### config.mk
export PLATFORM = sky130hd
export DESIGN_NAME = bcd2_adder
export DESIGN_NICKNAME = d
export VERILOG_FILES = /design/src/rtl/bcd_add_pkg.sv /design/src/rtl/bcd_digit_stage.sv /design/src/rtl/bcd_operand_check.sv /design/src/rtl/bcd_sum_path.sv /design/src/rtl/bcd2_adder.sv
export SDC_FILE = /design/constraint.sdc
export NUM_CORES = 1
export LEC_CHECK = 0
export ABC_AREA = 1
export BUFFER_PORTS_ARGS = -buffer_cell sky130_fd_sc_hd__buf_2
export CAP_MARGIN = 10
export CORE_AREA = 3 3 40 42
export DETAILED_ROUTE_END_ITERATION = 12
export DIE_AREA = 0 0 43 45
export PLACE_DENSITY_LB_ADDON = 0.1
export SLEW_MARGIN = 20
export SYNTH_ARGS = -nofsm -noshare
export SYNTH_HDL_FRONTEND = slang
export SYNTH_SLANG_ARGS = --single-unit
### constraint.sdc
create_clock -name vclk -period 5.3
set_input_delay 0.795 -clock vclk [all_inputs]
set_output_delay 0.795 -clock vclk [all_outputs]
set_load 0.02 [all_outputs]
### src/rtl/bcd_add_pkg.sv
`timescale 1ns/1ps
package bcd_add_pkg;
  localparam int DIGIT_W   = 4;
  localparam int DIGIT_MAX = 9;
  localparam int DIGIT_FIX = 6;

  typedef logic [DIGIT_W-1:0] digit_t;

  // Strobes from the operand checker to the datapath
  typedef struct packed {
    logic zeroOut;
    logic raiseErr;
  } ctrl_t;

  function automatic logic digitOk(input digit_t d);
    return d <= digit_t'(DIGIT_MAX);
  endfunction
endpackage

### src/rtl/bcd_digit_stage.sv
`timescale 1ns/1ps
module bcd_digit_stage
  import bcd_add_pkg::*;
(
  input  digit_t aDigit,
  input  digit_t bDigit,
  input  logic   cIn,
  output digit_t sDigit,
  output logic   cOut
);
  logic [DIGIT_W:0]   chain;
  logic [DIGIT_W-1:0] rawSum;
  logic               needFix;

  assign chain[0] = cIn;

  genvar i;
  generate
    for (i = 0; i < DIGIT_W; i++) begin : g_fa
      assign rawSum[i]  = aDigit[i] ^ bDigit[i] ^ chain[i];
      assign chain[i+1] = (aDigit[i] & bDigit[i]) | (chain[i] & (aDigit[i] ^ bDigit[i]));
    end
  endgenerate

  // Sum above 9: either the nibble wrapped, or it reads 10..15
  assign needFix = chain[DIGIT_W] | (rawSum > digit_t'(DIGIT_MAX));
  assign sDigit  = needFix ? digit_t'(rawSum + digit_t'(DIGIT_FIX)) : rawSum;
  assign cOut    = needFix;
endmodule

### src/rtl/bcd_operand_check.sv
`timescale 1ns/1ps
module bcd_operand_check
  import bcd_add_pkg::*;
#(
  parameter int NUM_DIGITS = 2
) (
  input  logic [NUM_DIGITS*DIGIT_W-1:0] opA,
  input  logic [NUM_DIGITS*DIGIT_W-1:0] opB,
  output ctrl_t                         ctrl
);
  logic [2*NUM_DIGITS-1:0] badNibble;

  genvar k;
  generate
    for (k = 0; k < NUM_DIGITS; k++) begin : g_chk
      assign badNibble[2*k]   = !digitOk(opA[k*DIGIT_W +: DIGIT_W]);
      assign badNibble[2*k+1] = !digitOk(opB[k*DIGIT_W +: DIGIT_W]);
    end
  endgenerate

  assign ctrl.raiseErr = |badNibble;
  assign ctrl.zeroOut  = |badNibble;
endmodule

### src/rtl/bcd_sum_path.sv
`timescale 1ns/1ps
module bcd_sum_path
  import bcd_add_pkg::*;
#(
  parameter int NUM_DIGITS  = 2,
  parameter bit BINARY_PATH = 1'b0
) (
  input  logic [NUM_DIGITS*DIGIT_W-1:0] opA,
  input  logic [NUM_DIGITS*DIGIT_W-1:0] opB,
  input  logic                          cIn,
  input  ctrl_t                         ctrl,
  output logic [NUM_DIGITS*DIGIT_W-1:0] sumOut,
  output logic                          carryOut,
  output logic                          errOut
);
  localparam int OP_W  = NUM_DIGITS * DIGIT_W;
  localparam int BIN_W = $clog2(2 * (10 ** NUM_DIGITS));
  localparam int DD_W  = (NUM_DIGITS + 1) * DIGIT_W;

  logic [OP_W-1:0] rawSum;
  logic            rawCarry;

  generate
    if (!BINARY_PATH) begin : g_ripple
      logic [NUM_DIGITS:0] link;
      assign link[0] = cIn;
      for (genvar d = 0; d < NUM_DIGITS; d++) begin : g_stage
        bcd_digit_stage u_stage (
          .aDigit(opA[d*DIGIT_W +: DIGIT_W]),
          .bDigit(opB[d*DIGIT_W +: DIGIT_W]),
          .cIn   (link[d]),
          .sDigit(rawSum[d*DIGIT_W +: DIGIT_W]),
          .cOut  (link[d+1])
        );
      end
      assign rawCarry = link[NUM_DIGITS];
    end else begin : g_binary
      logic [BIN_W-1:0] binA, binB, binTotal;
      logic [DD_W-1:0]  ddOut;

      always_comb begin
        binA = '0;
        binB = '0;
        for (int d = NUM_DIGITS - 1; d >= 0; d--) begin
          binA = BIN_W'(binA * BIN_W'(10)) + BIN_W'(opA[d*DIGIT_W +: DIGIT_W]);
          binB = BIN_W'(binB * BIN_W'(10)) + BIN_W'(opB[d*DIGIT_W +: DIGIT_W]);
        end
        binTotal = binA + binB + BIN_W'(cIn);
      end

      // Shift-and-add-3 back to decimal digits
      always_comb begin
        ddOut = '0;
        for (int i = BIN_W - 1; i >= 0; i--) begin
          for (int d = 0; d <= NUM_DIGITS; d++) begin
            if (ddOut[d*DIGIT_W +: DIGIT_W] >= digit_t'(5))
              ddOut[d*DIGIT_W +: DIGIT_W] = ddOut[d*DIGIT_W +: DIGIT_W] + digit_t'(3);
          end
          ddOut = {ddOut[DD_W-2:0], binTotal[i]};
        end
      end

      assign rawSum   = ddOut[OP_W-1:0];
      assign rawCarry = |ddOut[DD_W-1:OP_W];
    end
  endgenerate

  assign sumOut   = ctrl.zeroOut ? '0 : rawSum;
  assign carryOut = ctrl.zeroOut ? 1'b0 : rawCarry;
  assign errOut   = ctrl.raiseErr;
endmodule

### src/rtl/bcd2_adder.sv
`timescale 1ns/1ps
module bcd2_adder
  import bcd_add_pkg::*;
#(
  parameter int NUM_DIGITS  = 2,
  parameter bit BINARY_PATH = 1'b0
) (
  input  logic [NUM_DIGITS*DIGIT_W-1:0] opA,
  input  logic [NUM_DIGITS*DIGIT_W-1:0] opB,
  input  logic                          carryIn,
  output logic [NUM_DIGITS*DIGIT_W-1:0] sumOut,
  output logic                          carryOut,
  output logic                          errFlag
);
  ctrl_t ctrl;

  bcd_operand_check #(.NUM_DIGITS(NUM_DIGITS)) u_check (
    .opA (opA),
    .opB (opB),
    .ctrl(ctrl)
  );

  bcd_sum_path #(.NUM_DIGITS(NUM_DIGITS), .BINARY_PATH(BINARY_PATH)) u_path (
    .opA     (opA),
    .opB     (opB),
    .cIn     (carryIn),
    .ctrl    (ctrl),
    .sumOut  (sumOut),
    .carryOut(carryOut),
    .errOut  (errFlag)
  );
endmodule

* Word-level counts from Yosys, hierarchy flattened
Index checks and enable logic that the tools add are counted.
** Storage, ports and cells
- Register bits :: 0
- Input bits :: 17
- Logic and storage cells :: 59
** Cells by class
- $add $sub $neg :: 2
- Order comparisons :: 6
- Muxes and demuxes :: 4
- Bitwise gates (word level) :: 42
- Reduce and logical (&&, ||, !) cells :: 5
** Operators with widths (count)
- $and 1x1->1 :: 16
- $le 4x4->1 const B :: 4
- $xor 1x1->1 :: 16
- $or 1x1->1 :: 10
- $add 4x3->4 const B :: 2
- $gt 4x4->1 const B :: 2
- $mux 4 :: 2
- $mux 8 :: 1
- $logic_not 1->1 :: 4
- $reduce_or 4->1 :: 1
- $mux 1 :: 1

* Depth between registers and ports, before layout
Gate-level depths: netlist of run 1.
- Word-level depth :: 21
- Mapped depth :: 21
- Gate-level depth less buffers :: 21

* Modules after synthesis
A second synthesis of run 1 with hierarchy kept.
** Second synthesis, totals
- Cells, all modules :: 100
- Area total of the unflattened synthesis :: 565.5 um^2
** Modules (own cells, without submodules)
- bcd_digit_stage :: times used 2, cells an instance 32, area each 207.7 um^2
- bcd_sum_path :: times used 1, cells an instance 20, area each 86.3 um^2
- bcd_operand_check :: times used 1, cells an instance 16, area each 63.8 um^2

* Least setup slack after synthesis of run 1
No wires, ideal clock.
- Path kind :: input to output
- Start point :: input port opA[0]
- End point :: output port carryOut
- Arrival :: 4.814 ns
- Required time :: 4.505 ns
- Setup slack :: -0.309 ns
- Cell stages on the path :: 20
- Path buffers :: 0
- Cell sequence :: inv_1 > fa_1 > fa_1 > fa_1 > fa_1 > inv_1 > nand2_1 > nand2_2 > fa_1 > inv_1 > fa_1 > inv_1 > fa_1 > inv_1 > fa_1 > inv_1 > nand2_1 > nand2_2 > inv_1 > nor2_1
** Between the ends
- Word-level cells in the longest chain between the ends :: 20
- Elaborated cells between the ends (all ways) :: 34
** Ends and longest elaborated chain
- start, declared :: RTL line bcd2_adder.sv:8 : input logic [NUM_DIGITS*DIGIT_W-1:0] opA,
- $xor 1x1->1 :: RTL line bcd_digit_stage.sv:20, bcd_digit_stage.sv:21
- $and 1x1->1 :: RTL line bcd_digit_stage.sv:21 : assign chain[i+1] = (aDigit[i] & bDigit[i]) | (chain[i] & (aDigit[i] ^ bDigit[i]));
- $or 1x1->1 :: RTL line bcd_digit_stage.sv:21
- $and 1x1->1 :: RTL line bcd_digit_stage.sv:21
- $or 1x1->1 :: RTL line bcd_digit_stage.sv:21
- $and 1x1->1 :: RTL line bcd_digit_stage.sv:21
- $or 1x1->1 :: RTL line bcd_digit_stage.sv:21
- $xor 1x1->1 / $and 1x1->1 (equally long branches) :: RTL line bcd_digit_stage.sv:20, bcd_digit_stage.sv:21
- (+4 left out)
- $and 1x1->1 :: RTL line bcd_digit_stage.sv:21
- $or 1x1->1 :: RTL line bcd_digit_stage.sv:21
- $and 1x1->1 :: RTL line bcd_digit_stage.sv:21
- $or 1x1->1 :: RTL line bcd_digit_stage.sv:21
- $xor 1x1->1 / $and 1x1->1 (equally long branches) :: RTL line bcd_digit_stage.sv:20, bcd_digit_stage.sv:21
- $gt 4x4->1 / $or 1x1->1 (equally long branches) :: RTL line bcd_digit_stage.sv:26, bcd_digit_stage.sv:21
- $or 1x1->1 :: RTL line bcd_digit_stage.sv:26 : assign needFix = chain[DIGIT_W] | (rawSum > digit_t'(DIGIT_MAX));
- $mux 1 * :: RTL line bcd_sum_path.sv:69 : assign carryOut = ctrl.zeroOut ? 1'b0 : rawCarry;
- end, declared :: RTL line bcd2_adder.sv:12 : output logic carryOut,
Every way passes the cells marked *; elsewhere a longest branch is shown, timed or not.

* Worst setup path in the final report of run 1
- Start point :: input port opB[0]
- End point :: output port sumOut[7]
** Between the ends
- Word-level cells in the longest chain between the ends :: 21
- Elaborated cells between the ends (all ways) :: 36
** Ends and longest elaborated chain
- start, declared :: RTL line bcd2_adder.sv:9 : input logic [NUM_DIGITS*DIGIT_W-1:0] opB,
- $xor 1x1->1 :: RTL line bcd_digit_stage.sv:20, bcd_digit_stage.sv:21
- $and 1x1->1 :: RTL line bcd_digit_stage.sv:21
- $or 1x1->1 :: RTL line bcd_digit_stage.sv:21
- $and 1x1->1 :: RTL line bcd_digit_stage.sv:21
- $or 1x1->1 :: RTL line bcd_digit_stage.sv:21
- $and 1x1->1 :: RTL line bcd_digit_stage.sv:21
- $or 1x1->1 :: RTL line bcd_digit_stage.sv:21
- $xor 1x1->1 / $and 1x1->1 (equally long branches) :: RTL line bcd_digit_stage.sv:20, bcd_digit_stage.sv:21
- (+5 left out)
- $or 1x1->1 :: RTL line bcd_digit_stage.sv:21
- $and 1x1->1 :: RTL line bcd_digit_stage.sv:21
- $or 1x1->1 :: RTL line bcd_digit_stage.sv:21
- $xor 1x1->1 / $and 1x1->1 (equally long branches) :: RTL line bcd_digit_stage.sv:20, bcd_digit_stage.sv:21
- $gt 4x4->1 / $or 1x1->1 (equally long branches) :: RTL line bcd_digit_stage.sv:26, bcd_digit_stage.sv:21
- $or 1x1->1 :: RTL line bcd_digit_stage.sv:26
- $mux 4 :: RTL line bcd_digit_stage.sv:27 : assign sDigit = needFix ? digit_t'(rawSum + digit_t'(DIGIT_FIX)) : rawSum;
- $mux 8 * :: RTL line bcd_sum_path.sv:68 : assign sumOut = ctrl.zeroOut ? '0 : rawSum;
- end, declared :: RTL line bcd2_adder.sv:11 : output logic [NUM_DIGITS*DIGIT_W-1:0] sumOut,
Marks and branches as above.

==> results.json, run 1 <==
{
  "dieWidth_um": 43,
  "worstPathCellList": "buf_6 -> inv_2 -> fa_2 -> fa_2 -> fa_2 -> fa_1 -> inv_2 -> nand2_2 -> nand2_2 -> fa_2 -> inv_2 -> fa_2 -> inv_2 -> fa_2 -> inv_2 -> fa_2 -> inv_2 -> nand2_4 -> nand2_4 -> nand2_1 -> nand2_2 -> nor2_4 -> buf_6",
  "drc": 0,
  "path_max_fanout": 4,
  "fin_cells": 159,
  "avgSynthCellArea_um2": 5.67,
  "required_ps": 4510,
  "holdPathEnd": "sumOut[3]",
  "clockBufferCount": 0,
  "grt_busiest_layer": "met2",
  "setup_viol_count_final": 4,
  "drive_gt1_share_pct": 59.0,
  "arrival_ps": 4710,
  "power.leakage_nw": 0.588,
  "gr-total-overflow": 0,
  "wirelength_um": 1740,
  "power_per_cell_area_nw_per_um2": 206,
  "gp_congestion": 0.702,
  "synthCells": 90,
  "ant_nets": 0,
  "die_h_um": 45,
  "regArea_um2": 0,
  "critPathKind": "in2out",
  "grt_pass1_vias": 693,
  "row_count": 13,
  "seq_cell_count": 0,
  "hold_viol": 0,
  "track_usage_pct": 19.0,
  "tightest_slew_ps": 310,
  "synth_warnings": 0,
  "final_nets": 173,
  "grt_max_degree": 10,
  "power.total_mw": 0.207,
  "slowest_stage": "fa_1",
  "yosysMostFrequentCell": "inv_1",
  "drv_cap": 0,
  "synth_area_um2": 510,
  "synthDominantCellAreaShare_pct": 31.4,
  "critical-path-max-stage-delay_ps": 520,
  "crit_family": "adder cells",
  "synth_fp_nets": 117,
  "synth.largest_area_cell": "fa_1",
  "yosys-top-cells-count": "inv_1 (25), nand2_1 (22), nor2_1 (19), fa_1 (8), nand3_1 (6)",
  "vias_per_cell": 4.51,
  "coreArea_um2": 1280,
  "maxSlewViolCount": 0,
  "dpl.cell_count": 137,
  "yosysSeqAreaShare_pct": 0,
  "max_freq_mhz": 182,
  "placed_area_um2": 759,
  "use_met1_pct": 23.6,
  "path_buf_inv": 8,
  "start_util_pct": 39.7,
  "die_area_um2": 1940,
  "path_common_cell": "fa_2",
  "boundaryPins": 27,
  "grt.met3_usage_pct": 0,
  "period_share_pct": 104,
  "violations": "negative setup slack",
  "fin_crit_ps": 5500,
  "rsz0062_at_grt": "true",
  "design_area_um2": 1000,
  "wire_per_inst_um": 10.9,
  "ys_types": 9,
  "num_vias": 717,
  "vdd_drop_max_uv": 91.3,
  "cp-end-kind": "output port",
  "fin_ws_ps": -201,
  "slew_headroom_pct": 79.2,
  "grt_pass1_wl_um": 2900,
  "grt_util_met2_pct": 39.2,
  "worstSetupStartpointType": "input pin",
  "status": "finished, violations left",
  "drt-pass1-iter-count": 4,
  "hold_path_depth": 7,
  "hp-start": "opB[3]",
  "place_hpwl_um": 1080,
  "antenna_found_initial": 0,
  "drtIter0Drc": 11,
  "insertedDiodeCount": 0,
  "area_growth_pct": 96.1,
  "pre_cts_ws_ps": -307,
  "hold_class": "in2out",
  "ys_top_cells_by_area": "fa_1 (31%), inv_1 (18%), nand2_1 (16%)",
  "numPortBuffers": 27
}
[cells by family after synthesis]
logic type               count (synthesis)  synth area share (%)
buffers and inverters                   25                  18.4
XOR/XNOR                                 1                  1.72
AND/OR/NAND/NOR                         50                  39.7
adder cells (fa/ha/maj)                 10                  36.3
AO/OA/AOI/OAI                            4                  3.92
[power breakdown]
part	switching, mW	internal [mW]
sequential	0	0
clock	0	0
combinational	0.102	0.104
[worst min-delay path: stages]
cell	delay, ps
buf_2	80
o21ai_0	70
nand2_1	50
nor2_1	50
nand2_1	50
inv_1	40
buf_6	120
[metrics by stage]
step / setup TNS [ps] / utilization (%) / hold slack (ps)
after floorplan: 0 / - / 1850
after global placement: -934 / 59.1 / 2060
after detailed placement: -1170 / 59.1 / 2070
after CTS: -1490 / 77.5 / 2070
after global routing: -1250 / 77.9 / 2110
final: -732 / 77.9 / 2060
[cell type report]
cell class	instances	area, um2
fill	97	284
inverter	25	93.8
multi-input combinational	65	502
tap	15	18.8
timing repair buffer	54	387
[layer usage]
| metal | vias to the layer above | share of wire (%) |
|---|---|---|
| met3 | 2 | 4.3 |
| met4 | 0 | 1.0 |
| met2 | 25 | 53 |
| met5 | - | 0 |
| li1 | 366 | - |
| met1 | 324 | 42 |
[layout by cell type, fill, tap and decap left out, types with 5 or more instances in the layout]
master and n:
inv_1 18, nand2_2 10, nor2_1 15, nand2_1 13, inv_2 7, nand3_1 5, buf_4 29, fa_2 7
buf_6 7, buf_2 18
[timing repair]
item,4_1_cts,5_1_grt
setup buffers,26,2
hold endpoints to repair,0,0
hold buffers,0,0
endpoints found under the setup margin,4,7
pin swaps,9,8
resized for setup,15,12
[worst max path at each step]
stage | from | end | slack, ps | cells after the start
floorplan | opA[0] | sumOut[6] | 3 | 20
global placement | opA[0] | sumOut[6] | -250 | 23
detailed placement | opA[0] | sumOut[6] | -310 | 23
CTS | carryIn | sumOut[7] | -260 | 23
global route | opB[0] | sumOut[7] | -330 | 23
finish | opB[0] | sumOut[7] | -200 | 23
No activity file was read; power rests on OpenSTA's default activity.
==> inputs of run 2 (changes only) <==
--- a/config.mk
+++ b/config.mk
@@ -11,7 +11,7 @@
 export CORE_AREA = 3 3 40 42
 export DETAILED_ROUTE_END_ITERATION = 12
 export DIE_AREA = 0 0 43 45
-export PLACE_DENSITY_LB_ADDON = 0.1
+export PLACE_DENSITY = 0.72
 export SLEW_MARGIN = 20
 export SYNTH_ARGS = -nofsm -noshare
 export SYNTH_HDL_FRONTEND = slang
==> run 2 against run 1 <==
Compared with the run above: the run still ends with negative setup slack left; sequential cell count did not move; final area fell by 3.9%; first-iteration DRC count fell by 64%; clock-buffer cell count did not move; critical path type unchanged; highest routed layer is now met3.
==> results.json, run 2 (synthesis results as in run 1) <==
{
  "worstSetupStartpointType": "input pin",
  "vdd_drop_max_uv": 98.9,
  "place_hpwl_um": 1110,
  "path_common_cell": "fa_2",
  "status": "finished, violations left",
  "hold_path_depth": 7,
  "critPathLaunch": "opA[0]",
  "cp-end-kind": "output port",
  "power_frac_comb_pct": 100.0,
  "gr-total-overflow": 0,
  "tightest_slew_ps": 304,
  "antenna_found_initial": 0,
  "max_freq_mhz": 179,
  "fin_crit_ps": 5580,
  "worstPathCellList": "buf_6 -> inv_4 -> fa_2 -> fa_2 -> fa_2 -> fa_1 -> inv_2 -> nand2_2 -> nand2_2 -> fa_2 -> inv_2 -> fa_2 -> inv_2 -> fa_2 -> inv_2 -> fa_2 -> inv_2 -> nand2_4 -> nand2_4 -> nand2_2 -> nand2_2 -> nor2_4 -> buf_6",
  "setup_viol_count_final": 5,
  "maxSlewViolCount": 0,
  "final_nets": 167,
  "seq_power_share_pct": 0,
  "gp_congestion": 0.704,
  "drc": 0,
  "switchingPower_mw": 0.0971,
  "regArea_um2": 0,
  "clockBufferCount": 0,
  "ant_nets": 0,
  "ctsHoldBuffers": 0,
  "slew_headroom_pct": 79.7,
  "dpl.cell_count": 137,
  "holdPathEnd": "sumOut[3]",
  "n_fill_cell": 104,
  "grt_pass1_vias": 655,
  "track_usage_pct": 16.4,
  "num_vias": 679,
  "power_per_cell_area_nw_per_um2": 201,
  "insertedDiodeCount": 0,
  "fin_ws_ps": -278,
  "die_h_um": 45,
  "boundaryPins": 27,
  "path_buf_inv": 8,
  "arrival_ps": 4780,
  "internal_power_mw": 0.0967,
  "critical-path-max-stage-delay_ps": 530,
  "crit_family": "adder cells",
  "wirelength_um": 1510,
  "drv_cap": 0,
  "seq_cell_count": 0,
  "fin_cells": 153,
  "drive_gt1_share_pct": 58.7,
  "hold_viol": 0,
  "die_area_um2": 1940,
  "numPortBuffers": 27,
  "dieWidth_um": 43,
  "most-common-layout-cells": "buf_2 (20), buf_4 (20), inv_1 (17)",
  "path_max_fanout": 4,
  "required_ps": 4510,
  "tns_ps": -1230,
  "critPathKind": "in2out",
  "switching_share_pct": 50.1,
  "violations": "negative setup slack",
  "slowest_stage": "fa_1",
  "rsz0062_at_grt": "true",
  "hold_class": "in2out",
  "grt_max_degree": 10,
  "power.leakage_nw": 0.565,
  "period_share_pct": 105,
  "area_growth_pct": 88.5,
  "drt-pass1-iter-count": 4,
  "wire_per_inst_um": 9.90,
  "drtIter0Drc": 4,
  "row_count": 13,
  "power.share.clock_pct": 0,
  "vias_per_cell": 4.44,
  "whs_ps": 2060,
  "start_util_pct": 39.7,
  "hp-start": "opB[3]",
  "coreArea_um2": 1280,
  "grt_pass1_wl_um": 2550
}
run 2: worst max-delay path by stage:
stage                end  cells past startpoint
2_1_floorplan  sumOut[6]                     20
3_3_place_gp   sumOut[5]                     23
3_5_place_dp   sumOut[5]                     23
4_1_cts        sumOut[5]                     23
5_1_grt        sumOut[7]                     23
6_report       sumOut[7]                     23
run 2: final cells by class:
type / instances / area [um2] / share of cell area (%)
timing repair buffer: 48 / 340 / 35.4
inverter: 25 / 96.3 / 10.0
multi-input combinational: 65 / 507 / 52.7
tap: 15 / 18.8 / 1.95
run 2: stage by stage:
| step | total power [mW] | util [%] | setup WS [ps] | instance area (um2) |
|---|---|---|---|---|
| 5_1_grt | 0.213 | 74.9 | -456 | 962 |
| 4_1_cts | 0.181 | 72.2 | -305 | 928 |
| 2_1_floorplan | 0.0953 | - | 2.84 | 568 |
| 3_3_place_gp | 0.128 | 59.1 | -265 | 759 |
| 3_5_place_dp | 0.133 | 59.1 | -345 | 759 |
| 6_report | 0.194 | 74.9 | -278 | 962 |
run 2: repair_timing:
item / CTS / global route
resized for setup: 18 / 11
endpoints found under the setup margin: 4 / 5
pin swaps: 8 / 10
setup buffers: 16 / 2
run 2: worst min-delay path: stages:
cell and delay [ps]:
buf_2 90, o21ai_0 70, nand2_1 50, nor2_1 50
nand2_1 50, inv_1 40, buf_6 120
run 2: metal layers:
metal  global-route usage (%)  vias up  wire (um)  share of wire [%]
met5                        0        -          0                  0
met4                     1.20        0          0                  0
met3                    0.398        0         77                5.1
met2                     32.0       20        760                 50
met1                     20.9      303        676                 45
li1                         -      356          -                  -
run 2: power groups by stage:
stage	logic (mW)	registers, mW	clock network, mW
2_1_floorplan	0.0953	0	0
3_3_place_gp	0.128	0	0
3_5_place_dp	0.133	0	0
4_1_cts	0.181	0	0
5_1_grt	0.213	0	0
6_report	0.194	0	0
